## src/rtl/hiccup_pkg.sv

```systemverilog
package hiccup_pkg;

    localparam int VID_W = 5;

    typedef enum logic [1:0] {
        ST_IDLE = 2'd0,
        ST_SOFT = 2'd1,
        ST_RUN  = 2'd2,
        ST_WAIT = 2'd3
    } seq_state_e;

    // all-ones voltage code is the regulator-off request
    function automatic logic vid_is_off(input logic [VID_W-1:0] code);
        return &code;
    endfunction

    function automatic logic state_tristates(input seq_state_e s);
        return (s == ST_IDLE) || (s == ST_WAIT);
    endfunction

endpackage

```

## src/rtl/hiccup_wait_ctr.sv

```systemverilog
module hiccup_wait_ctr #(
    parameter int WAIT_TICKS = 2048
) (
    input  logic clk,
    input  logic rst,
    input  logic run,
    input  logic tick,
    output logic expire
);
    localparam int CW = (WAIT_TICKS > 1) ? $clog2(WAIT_TICKS) : 1;
    localparam logic [CW-1:0] LAST = CW'(WAIT_TICKS - 1);

    logic [CW-1:0] cnt;

    assign expire = run && tick && (cnt == LAST);

    always_ff @(posedge clk) begin
        if (rst || !run || expire) begin
            cnt <= '0;
        end else if (tick) begin
            cnt <= cnt + 1'b1;
        end
    end

    // a cycle with no tick leaves the count unchanged
    p_cnt_hold_r4: assert property (@(posedge clk) disable iff (rst)
        (run && !tick) |=> (cnt == $past(cnt)));

    // the count never passes the last tick index
    p_cnt_range_r3: assert property (@(posedge clk) disable iff (rst)
        cnt <= LAST);

    // expiry restarts the count
    p_expire_clear_r3: assert property (@(posedge clk) disable iff (rst)
        expire |=> (cnt == '0));

endmodule

```

## src/rtl/hiccup_ctrl.sv

```systemverilog
module hiccup_ctrl
    import hiccup_pkg::*;
(
    input  logic       clk,
    input  logic       rst,
    input  logic       en,
    input  logic       oc,
    input  logic       vid_off,
    input  logic       ss_done,
    input  logic       ss_fail,
    input  logic       expire,
    output seq_state_e state,
    output logic       fault
);
    seq_state_e state_n;
    logic       fault_n;

    always_comb begin
        state_n = state;
        fault_n = fault;
        if (!en) begin
            state_n = ST_IDLE;
            fault_n = 1'b0;
        end else begin
            unique case (state)
                ST_IDLE: if (!vid_off) state_n = ST_SOFT;
                ST_SOFT: begin
                    if (oc || ss_fail) begin
                        state_n = ST_WAIT;
                        fault_n = 1'b1;
                    end else if (ss_done) begin
                        state_n = ST_RUN;
                        fault_n = 1'b0;
                    end
                end
                ST_RUN: begin
                    if (oc) begin
                        state_n = ST_WAIT;
                        fault_n = 1'b1;
                    end
                end
                ST_WAIT: if (expire) state_n = ST_SOFT;
                default: state_n = ST_IDLE;
            endcase
        end
    end

    always_ff @(posedge clk) begin
        if (rst) begin
            state <= ST_IDLE;
            fault <= 1'b0;
        end else begin
            state <= state_n;
            fault <= fault_n;
        end
    end

    // disable returns to idle with fault cleared
    p_disable_idle_r10: assert property (@(posedge clk) disable iff (rst)
        !en |=> (state == ST_IDLE && !fault));

    // simultaneous done and fail never reaches running
    p_fail_wins_r7: assert property (@(posedge clk) disable iff (rst)
        (en && state == ST_SOFT && ss_fail && ss_done) |=> (state == ST_WAIT));

    // soft-start is only entered from the wait on expiry
    p_wait_exit_r3: assert property (@(posedge clk) disable iff (rst)
        (en && state == ST_WAIT && !expire) |=> (state == ST_WAIT));

endmodule

```

## src/rtl/hiccup_phase_gate.sv

```systemverilog
module hiccup_phase_gate #(
    parameter int NUM_PHASES = 4
) (
    input  logic                  clk,
    input  logic                  rst,
    input  logic                  off_state,
    input  logic                  vid_off,
    output logic [NUM_PHASES-1:0] pwm_hiz
);
    logic hiz_all;
    assign hiz_all = off_state || vid_off;

    for (genvar g = 0; g < NUM_PHASES; g++) begin : g_phase
        assign pwm_hiz[g] = hiz_all;
    end

    // phases are never split between driven and tri-stated
    p_phase_uniform_r2: assert property (@(posedge clk) disable iff (rst)
        (pwm_hiz == '0) || (&pwm_hiz));

    // off code always tri-states every phase
    p_vid_off_r8: assert property (@(posedge clk) disable iff (rst)
        vid_off |-> (&pwm_hiz));

endmodule

```

## src/rtl/hiccup_seq.sv

```systemverilog
module hiccup_seq
    import hiccup_pkg::*;
#(
    parameter int NUM_PHASES = 4,
    parameter int WAIT_TICKS = 2048
) (
    input  logic                  clk,
    input  logic                  rst,
    input  logic                  en,
    input  logic                  tick,
    input  logic                  oc,
    input  logic [4:0]            vid,
    input  logic                  ss_done,
    input  logic                  ss_fail,
    output logic [NUM_PHASES-1:0] pwm_hiz,
    output logic                  ss_req,
    output logic                  fault
);
    seq_state_e state;
    logic       vid_off;
    logic       expire;
    logic       waiting;

    assign vid_off = vid_is_off(vid);
    assign waiting = (state == ST_WAIT);
    assign ss_req  = (state == ST_SOFT);

    hiccup_wait_ctr #(.WAIT_TICKS(WAIT_TICKS)) u_wait (
        .clk    (clk),
        .rst    (rst),
        .run    (waiting),
        .tick   (tick),
        .expire (expire)
    );

    hiccup_ctrl u_ctrl (
        .clk     (clk),
        .rst     (rst),
        .en      (en),
        .oc      (oc),
        .vid_off (vid_off),
        .ss_done (ss_done),
        .ss_fail (ss_fail),
        .expire  (expire),
        .state   (state),
        .fault   (fault)
    );

    hiccup_phase_gate #(.NUM_PHASES(NUM_PHASES)) u_gate (
        .clk       (clk),
        .rst       (rst),
        .off_state (state_tristates(state)),
        .vid_off   (vid_off),
        .pwm_hiz   (pwm_hiz)
    );

    // overcurrent while running shuts every phase off next clock
    p_oc_shutdown_r2: assert property (@(posedge clk) disable iff (rst)
        (en && oc && !pwm_hiz[0] && !ss_req) |=> ((&pwm_hiz) && fault));

    // fault holds until a clean soft-start completion
    p_fault_hold_r9: assert property (@(posedge clk) disable iff (rst)
        (en && fault && !(ss_req && ss_done)) |=> fault);

    // disable leaves no request and all phases off
    p_disable_out_r10: assert property (@(posedge clk) disable iff (rst)
        !en |=> ((&pwm_hiz) && !ss_req && !fault));

endmodule

```

## config.mk

```make
export PLATFORM = sky130hd
export DESIGN_NAME = hiccup_seq
export DESIGN_NICKNAME = d
export VERILOG_FILES = /design/src/rtl/hiccup_pkg.sv /design/src/rtl/hiccup_wait_ctr.sv /design/src/rtl/hiccup_ctrl.sv /design/src/rtl/hiccup_phase_gate.sv /design/src/rtl/hiccup_seq.sv
export SDC_FILE = /design/constraint.sdc
export NUM_CORES = 1
export LEC_CHECK = 0
export BUFFER_PORTS_ARGS = -buffer_cell sky130_fd_sc_hd__buf_2
export CAP_MARGIN = 20
export CORE_MARGIN = 8
export CORE_UTILIZATION = 51
export CTS_BUF_LIST = sky130_fd_sc_hd__clkbuf_4 sky130_fd_sc_hd__clkbuf_8 sky130_fd_sc_hd__clkbuf_16
export DETAILED_ROUTE_END_ITERATION = 8
export MAX_ROUTING_LAYER = met4
export PLACE_DENSITY_LB_ADDON = 0.1
export SLEW_MARGIN = 20
export SYNTH_ARGS = -nofsm -noshare
export SYNTH_HDL_FRONTEND = slang
export SYNTH_SLANG_ARGS = --single-unit
```

## constraint.sdc

```tcl
create_clock -name clk -period 1.88 [get_ports clk]
set_clock_uncertainty 0.15 [all_clocks]
set_input_delay 0.094 -clock clk [delete_from_list [all_inputs] [get_ports clk]]
set_output_delay 0.094 -clock clk [all_outputs]
set_load 0.02 [all_outputs]
```

==> flow_summary.json, run 1 <==
{
  "status": "finished clean",
  "ir_drop_uv": 651.8,
  "hold_viol_final": 0,
  "tightest_slew_ns": 0.3135,
  "synth_warnings": 0,
  "gp_congestion": 0.7675,
  "holdCritStartpoint": "tick",
  "dp_cells": 120,
  "cts_buffer_depth": 2,
  "num_vias": 661,
  "cts.sink_count": 14,
  "leakage_nw": 0.4163,
  "grt_pass1_vias": 689,
  "syn2layout_area_growth_pct": 20.09,
  "post-route-drc-count": 0,
  "synth_area_sq_um": 815.8,
  "hold_depth": 3,
  "stdcell_count": 126,
  "reg2regPathDepth": 5,
  "critPathCaptureType": "register",
  "maxSlewViolCount": 0,
  "nNetsFinal": 128,
  "ys_ff_latch": 14,
  "yosysMostFrequentCell": "dfxtp_1",
  "pin_count": 18,
  "ys_types": 31,
  "wl_per_cell_microns": 12.87,
  "post-cts-setup-buffer-count": 0,
  "root_buffer": "clkbuf_4",
  "grt_max_degree": 9,
  "ys_async_sr_fraction_pct": 0,
  "rr_startpoint": "u_wait.cnt[0]$_SDFFE_PP0P_",
  "synthesis.nets": 104,
  "cts_tree": "yes",
  "wirelength_microns": 1621,
  "synthCells": 87,
  "grt_overflow_total": 0,
  "coreArea_sq_mm": 0.001506,
  "io_buffers": 17,
  "grt_pass1_wl_microns": 2877,
  "synth-edff-count": 0,
  "drtIter0Drc": 8,
  "finalSetupViolCount": 0,
  "hold_end": "u_wait.cnt[0]$_SDFFE_PP0P_",
  "multi_input_area_sq_um": 479.2,
  "yosys-top-cells-count": "dfxtp_1 (14), nor2_1 (9), nand3_1 (7), xor2_1 (6)",
  "core.rowCount": 14,
  "antenna_found_initial": 0,
  "path_max_fanout": 3,
  "grtUsageTotal_pct": 11.36,
  "dr.pass1.iters": 4,
  "fp.dieW_microns": 56.00,
  "stdcell_area_sq_um": 979.7,
  "htreeDepth": 1,
  "yosysTopAreaCell": "dfxtp_1",
  "fp.dieH_microns": 56.00,
  "slew_headroom_pct": 79.03,
  "power_density_mw_per_mm2": 622.9,
  "dpl_cell_area_sq_um": 917.1,
  "fin_crit_sh_pct": 92.71,
  "rsz0062_at_grt": "no",
  "ant_nets": 0,
  "start_kind": "register",
  "min_period_ns": 1.743,
  "r2r_end": "u_ctrl.state[0]$_SDFFE_PP0P_",
  "start_util_pct": 54.15,
  "antenna_cells": 0,
  "arrival_ns": 1.77,
  "synthTopCellsByArea": "dfxtp_1 (34%), ha_1 (7.7%), xor2_1 (6.4%)",
  "fp.dieArea_sq_mm": 0.003135,
  "path_clk_slew_ns": 0.08,
  "synthFlopType": "dfxtp_1",
  "yosysTopAreaCellShare_pct": 34.36,
  "cp.required_ns": 1.91,
  "hold_class": "in2reg",
  "viasPerCell": 5.246,
  "numCtsBuffers": 3,
  "synth.avg_cell_area_sq_um": 9.377,
  "path_class": "reg2reg",
  "r2r_setup_slack_ns": 0.14,
  "fill_cells": 124,
  "hpwl_microns": 1234,
  "drive_above_1_share_pct": 33.64,
  "finalSetupTns_ns": 0,
  "clock.fmax_mhz": 573.7,
  "final-seq-area_sq_um": 280.3,
  "seq_area_frac_synth_pct": 34.36,
  "drv_cap": 0,
  "clk_latency_ns": 0.28
}
## per-stage QoR
stage          util, %  setup WS, ns  power [W]  hold slack [ns]
6_report         65.03        0.1370  0.0006103          0.02013
3_5_place_dp     60.88        0.1409  0.0003975           0.2108
4_1_cts          64.62        0.1215  0.0006183         0.009015
2_1_floorplan        -        0.2419  0.0003775          0.08080
3_3_place_gp     60.88        0.1644  0.0003967           0.2144
5_1_grt          65.03       0.02310  0.0006418          0.01906
## flip-flops by register name (all words and copies together) (netlist names)
name and cells:
u_ctrl.fault 1, u_ctrl.state 2, u_wait.cnt 11
## placed cells by master (no fill, tap or decap), types with 5 or more instances in the layout
cell type  count
nand3_1        7
buf_2         16
nand2_1        5
ha_1           5
inv_1          5
nor2_1         9
buf_4          6
dfxtp_1       14
xor2_1         6
## what timing repair did
action                                 4_1_cts  5_1_grt
gates resized for setup                      0        3
endpoints found under the hold margin        1        0
setup endpoints to repair                    0        4
hold buffers                                 2        0
## cell type report
cell class	instances	area share, %
inverter	5	1.916
timing repair buffer	24	14.81
clock buffer	4	3.704
sequential	14	28.61
tap	16	2.043
multi-input combinational	63	48.91
## worst max path at each step
stage                                             from                           end  cells after the start
final                       u_wait.cnt[0]$_SDFFE_PP0P_  u_ctrl.state[0]$_SDFFE_PP0P_                      5
after global placement      u_wait.cnt[0]$_SDFFE_PP0P_  u_ctrl.state[0]$_SDFFE_PP0P_                      5
after floorplan           u_ctrl.state[0]$_SDFFE_PP0P_  u_ctrl.state[0]$_SDFFE_PP0P_                      6
after detailed placement    u_wait.cnt[0]$_SDFFE_PP0P_  u_ctrl.state[0]$_SDFFE_PP0P_                      5
after CTS                 u_ctrl.state[0]$_SDFFE_PP0P_                    pwm_hiz[3]                      4
after global routing        u_wait.cnt[0]$_SDFFE_PP0P_    u_wait.cnt[8]$_SDFFE_PP0P_                      6
## power by group
group          internal [W]  total (W)  switching (W)
clock              0.000118   0.000214      0.0000959
combinational     0.0000411  0.0000932      0.0000522
sequential         0.000300   0.000303     0.00000313
total              0.000459   0.000610       0.000151
## kinds of logic (layout without fill, tap and decap cells)
logic type | after synthesis | count (layout) | synth area share, %
flip-flops | 14 | 14 | 34.36
XOR/XNOR | 9 | 9 | 9.663
buffers and inverters | 10 | 33 | 7.362
AO/OA/AOI/OAI | 10 | 10 | 10.74
AND/OR/NAND/NOR | 37 | 37 | 27.76
multiplexers | 2 | 2 | 2.454
adder cells (fa/ha/maj) | 5 | 5 | 7.669
## critical path, cell delays in order, from the launching register on
cell and delay [ns]:
dfxtp_1 0.37, ha_1 0.24, nand4_4 0.14, o41ai_4 0.36, nand3_2 0.13, o211a_1 0.24
## metal layers
| layer | up-vias | share of wire (%) | GRT usage, % |
|---|---|---|---|
| li1 | 345 | - | - |
| met1 | 305 | 44 | 11.92 |
| met2 | 9 | 52 | 18.54 |
| met3 | 2 | 3.3 | 5.023 |
| met4 | 0 | 0.86 | 3.780 |
| met5 | - | 0 | - |
(Power assumes the default switching activity.)
==> run 2: changes to the inputs <==
CORE_MARGIN = 4   (was 8)
==> run 2 against run 1 <==
Effect of this change: maximum frequency is 0.47% higher; die area decreased by 27%; first-iteration DRC count did not move; clock power rose by 4%; sequential share of layout area increased by 0.18 points; global-route usage increased by 3.9 points; setup slack gained 0.0082 ns; largest power group unchanged; combinational power fell by 4.6%; total power grew 0.60%; clock-buffer cell count unchanged; register-to-register slack about the same.
==> flow_summary.json, run 2 (synthesis results as in run 1) <==
{
  "status": "finished clean",
  "top_regs": "u_wait.cnt: 11 flops, u_ctrl.state: 2 flops, u_ctrl.fault: 1 flops",
  "holdWs_ns": 0.02180,
  "nNetsFinal": 128,
  "ir_drop_uv": 374.6,
  "wl_per_cell_microns": 11.53,
  "cp.required_ns": 1.64,
  "final_cell_mix": "buf_2 (17), dfxtp_1 (14), nor2_1 (9)",
  "finalSetupTns_ns": 0,
  "start_kind": "register",
  "fp.dieW_microns": 48.00,
  "clock.fmax_mhz": 576.5,
  "antenna_cells": 0,
  "post-route-drc-count": 0,
  "wirelength_microns": 1453,
  "post-cts-setup-buffer-count": 0,
  "gp_congestion": 0.7436,
  "pin_count": 18,
  "cts.sink_count": 14,
  "total_power_w": 0.0006140,
  "reg2regPathDepth": 5,
  "critPathCaptureType": "primary output",
  "critPathMaxStageDelay_ns": 0.39,
  "fill_cells": 131,
  "layout_commonest_cell": "buf_2",
  "cp_slowest_cell": "dfxtp_1",
  "arrival_ns": 1.49,
  "io_buffers": 17,
  "syn2layout_area_growth_pct": 19.33,
  "grt_pass1_wl_microns": 2380,
  "ant_nets": 0,
  "htreeDepth": 1,
  "maxSlewViolCount": 0,
  "final-seq-area_sq_um": 280.3,
  "hold_depth": 3,
  "multi_input_area_sq_um": 475.5,
  "hpwl_microns": 1141,
  "drtIter0Drc": 8,
  "top_register": "u_wait.cnt",
  "fp.dieArea_sq_mm": 0.002304,
  "fp.dieH_microns": 48.00,
  "cts_buffer_depth": 2,
  "path_max_fanout": 5,
  "hold_viol_final": 0,
  "crit_chain": "inv_1, ha_1, o21ai_0, buf_2",
  "clk_latency_ns": 0.28,
  "power_density_mw_per_mm2": 630.7,
  "fin_crit_sh_pct": 92.27,
  "start_util_pct": 54.15,
  "core.rowCount": 14,
  "dr.pass1.iters": 4,
  "viasPerCell": 5.278,
  "grt_max_degree": 9,
  "num_vias": 665,
  "coreArea_sq_mm": 0.001506,
  "finalSetupViolCount": 0,
  "drv_cap": 0,
  "leakage_nw": 0.4141,
  "min_period_ns": 1.735,
  "drive_above_1_share_pct": 32.73,
  "tightest_slew_ns": 0.3131,
  "numCtsBuffers": 3,
  "grt_overflow_total": 0,
  "hold_class": "in2reg",
  "grtUsageTotal_pct": 15.26,
  "rsz0062_at_grt": "no",
  "cts_tree": "yes",
  "antenna_found_initial": 0,
  "largest_register_ffs": 11,
  "path_clk_slew_ns": 0.09,
  "path_class": "reg2out",
  "root_buffer": "clkbuf_4",
  "grt_pass1_vias": 582,
  "slew_headroom_pct": 78.91
}
run 2: cell counts in the layout (fill, tap and decap cells not counted):
No cell type changed its count.
run 2: power breakdown:
part	internal [W]	switching, W
combinational	0.0000387	0.0000502
sequential	0.000300	0.00000299
clock	0.000118	0.000104
total	0.000457	0.000157
run 2: layout make-up:
type,count,area share [%]
Timing Repair Buffer,24,14.65
Clock buffer,4,3.728
Inverter,5,1.928
Multi-Input combinational cell,63,48.84
Tap cell,16,2.057
Sequential cell,14,28.79
run 2: path summary, 6_finish.rpt:
kind / from / endpoint / slack (ns)
setup / recovery: u_ctrl.state[0]$_SDFFE_PP0P_ / pwm_hiz[2] / 0.15
hold / removal: tick / u_wait.cnt[1]$_SDFFE_PP0P_ / 0.02
setup reg to reg: u_wait.cnt[0]$_SDFFE_PP0P_ / u_ctrl.state[0]$_SDFFE_PP0P_ / 0.15
hold reg to reg: u_wait.cnt[8]$_SDFFE_PP0P_ / u_wait.cnt[8]$_SDFFE_PP0P_ / 0.37
run 2: layer usage:
metal	share of wire, %	GRT usage, %
met3	2.0	3.383
met4	0.41	8.065
met5	0	-
met1	49	20.31
met2	49	21.11
run 2: what timing repair did:
item / 4_1_cts / 5_1_grt
endpoints found under the hold margin: 1 / 0
setup endpoints to repair: 0 / 0
hold buffers: 2 / 0
resized for setup: 0 / 0
run 2: critical path: cells and delay by family (launching register included):
kind / cells / cell delay, ns
DFF: 1 / 0.39
adders and majority gates: 1 / 0.35
AOI/OAI and AO/OA: 1 / 0.16
buffers and inverters: 2 / 0.31
run 2: per-stage QoR:
stage / util [%] / cell area [sq um] / instances / worst slack (ns)
global route: 64.62 / 973.4 / 126 / 0.03219
global placement: 60.88 / 917.1 / 120 / 0.1643
floorplan: - / 815.8 / 87 / 0.2419
finish: 64.62 / 973.4 / 126 / 0.1453
CTS: 64.62 / 973.4 / 126 / 0.1214
detailed placement: 60.88 / 917.1 / 120 / 0.1388
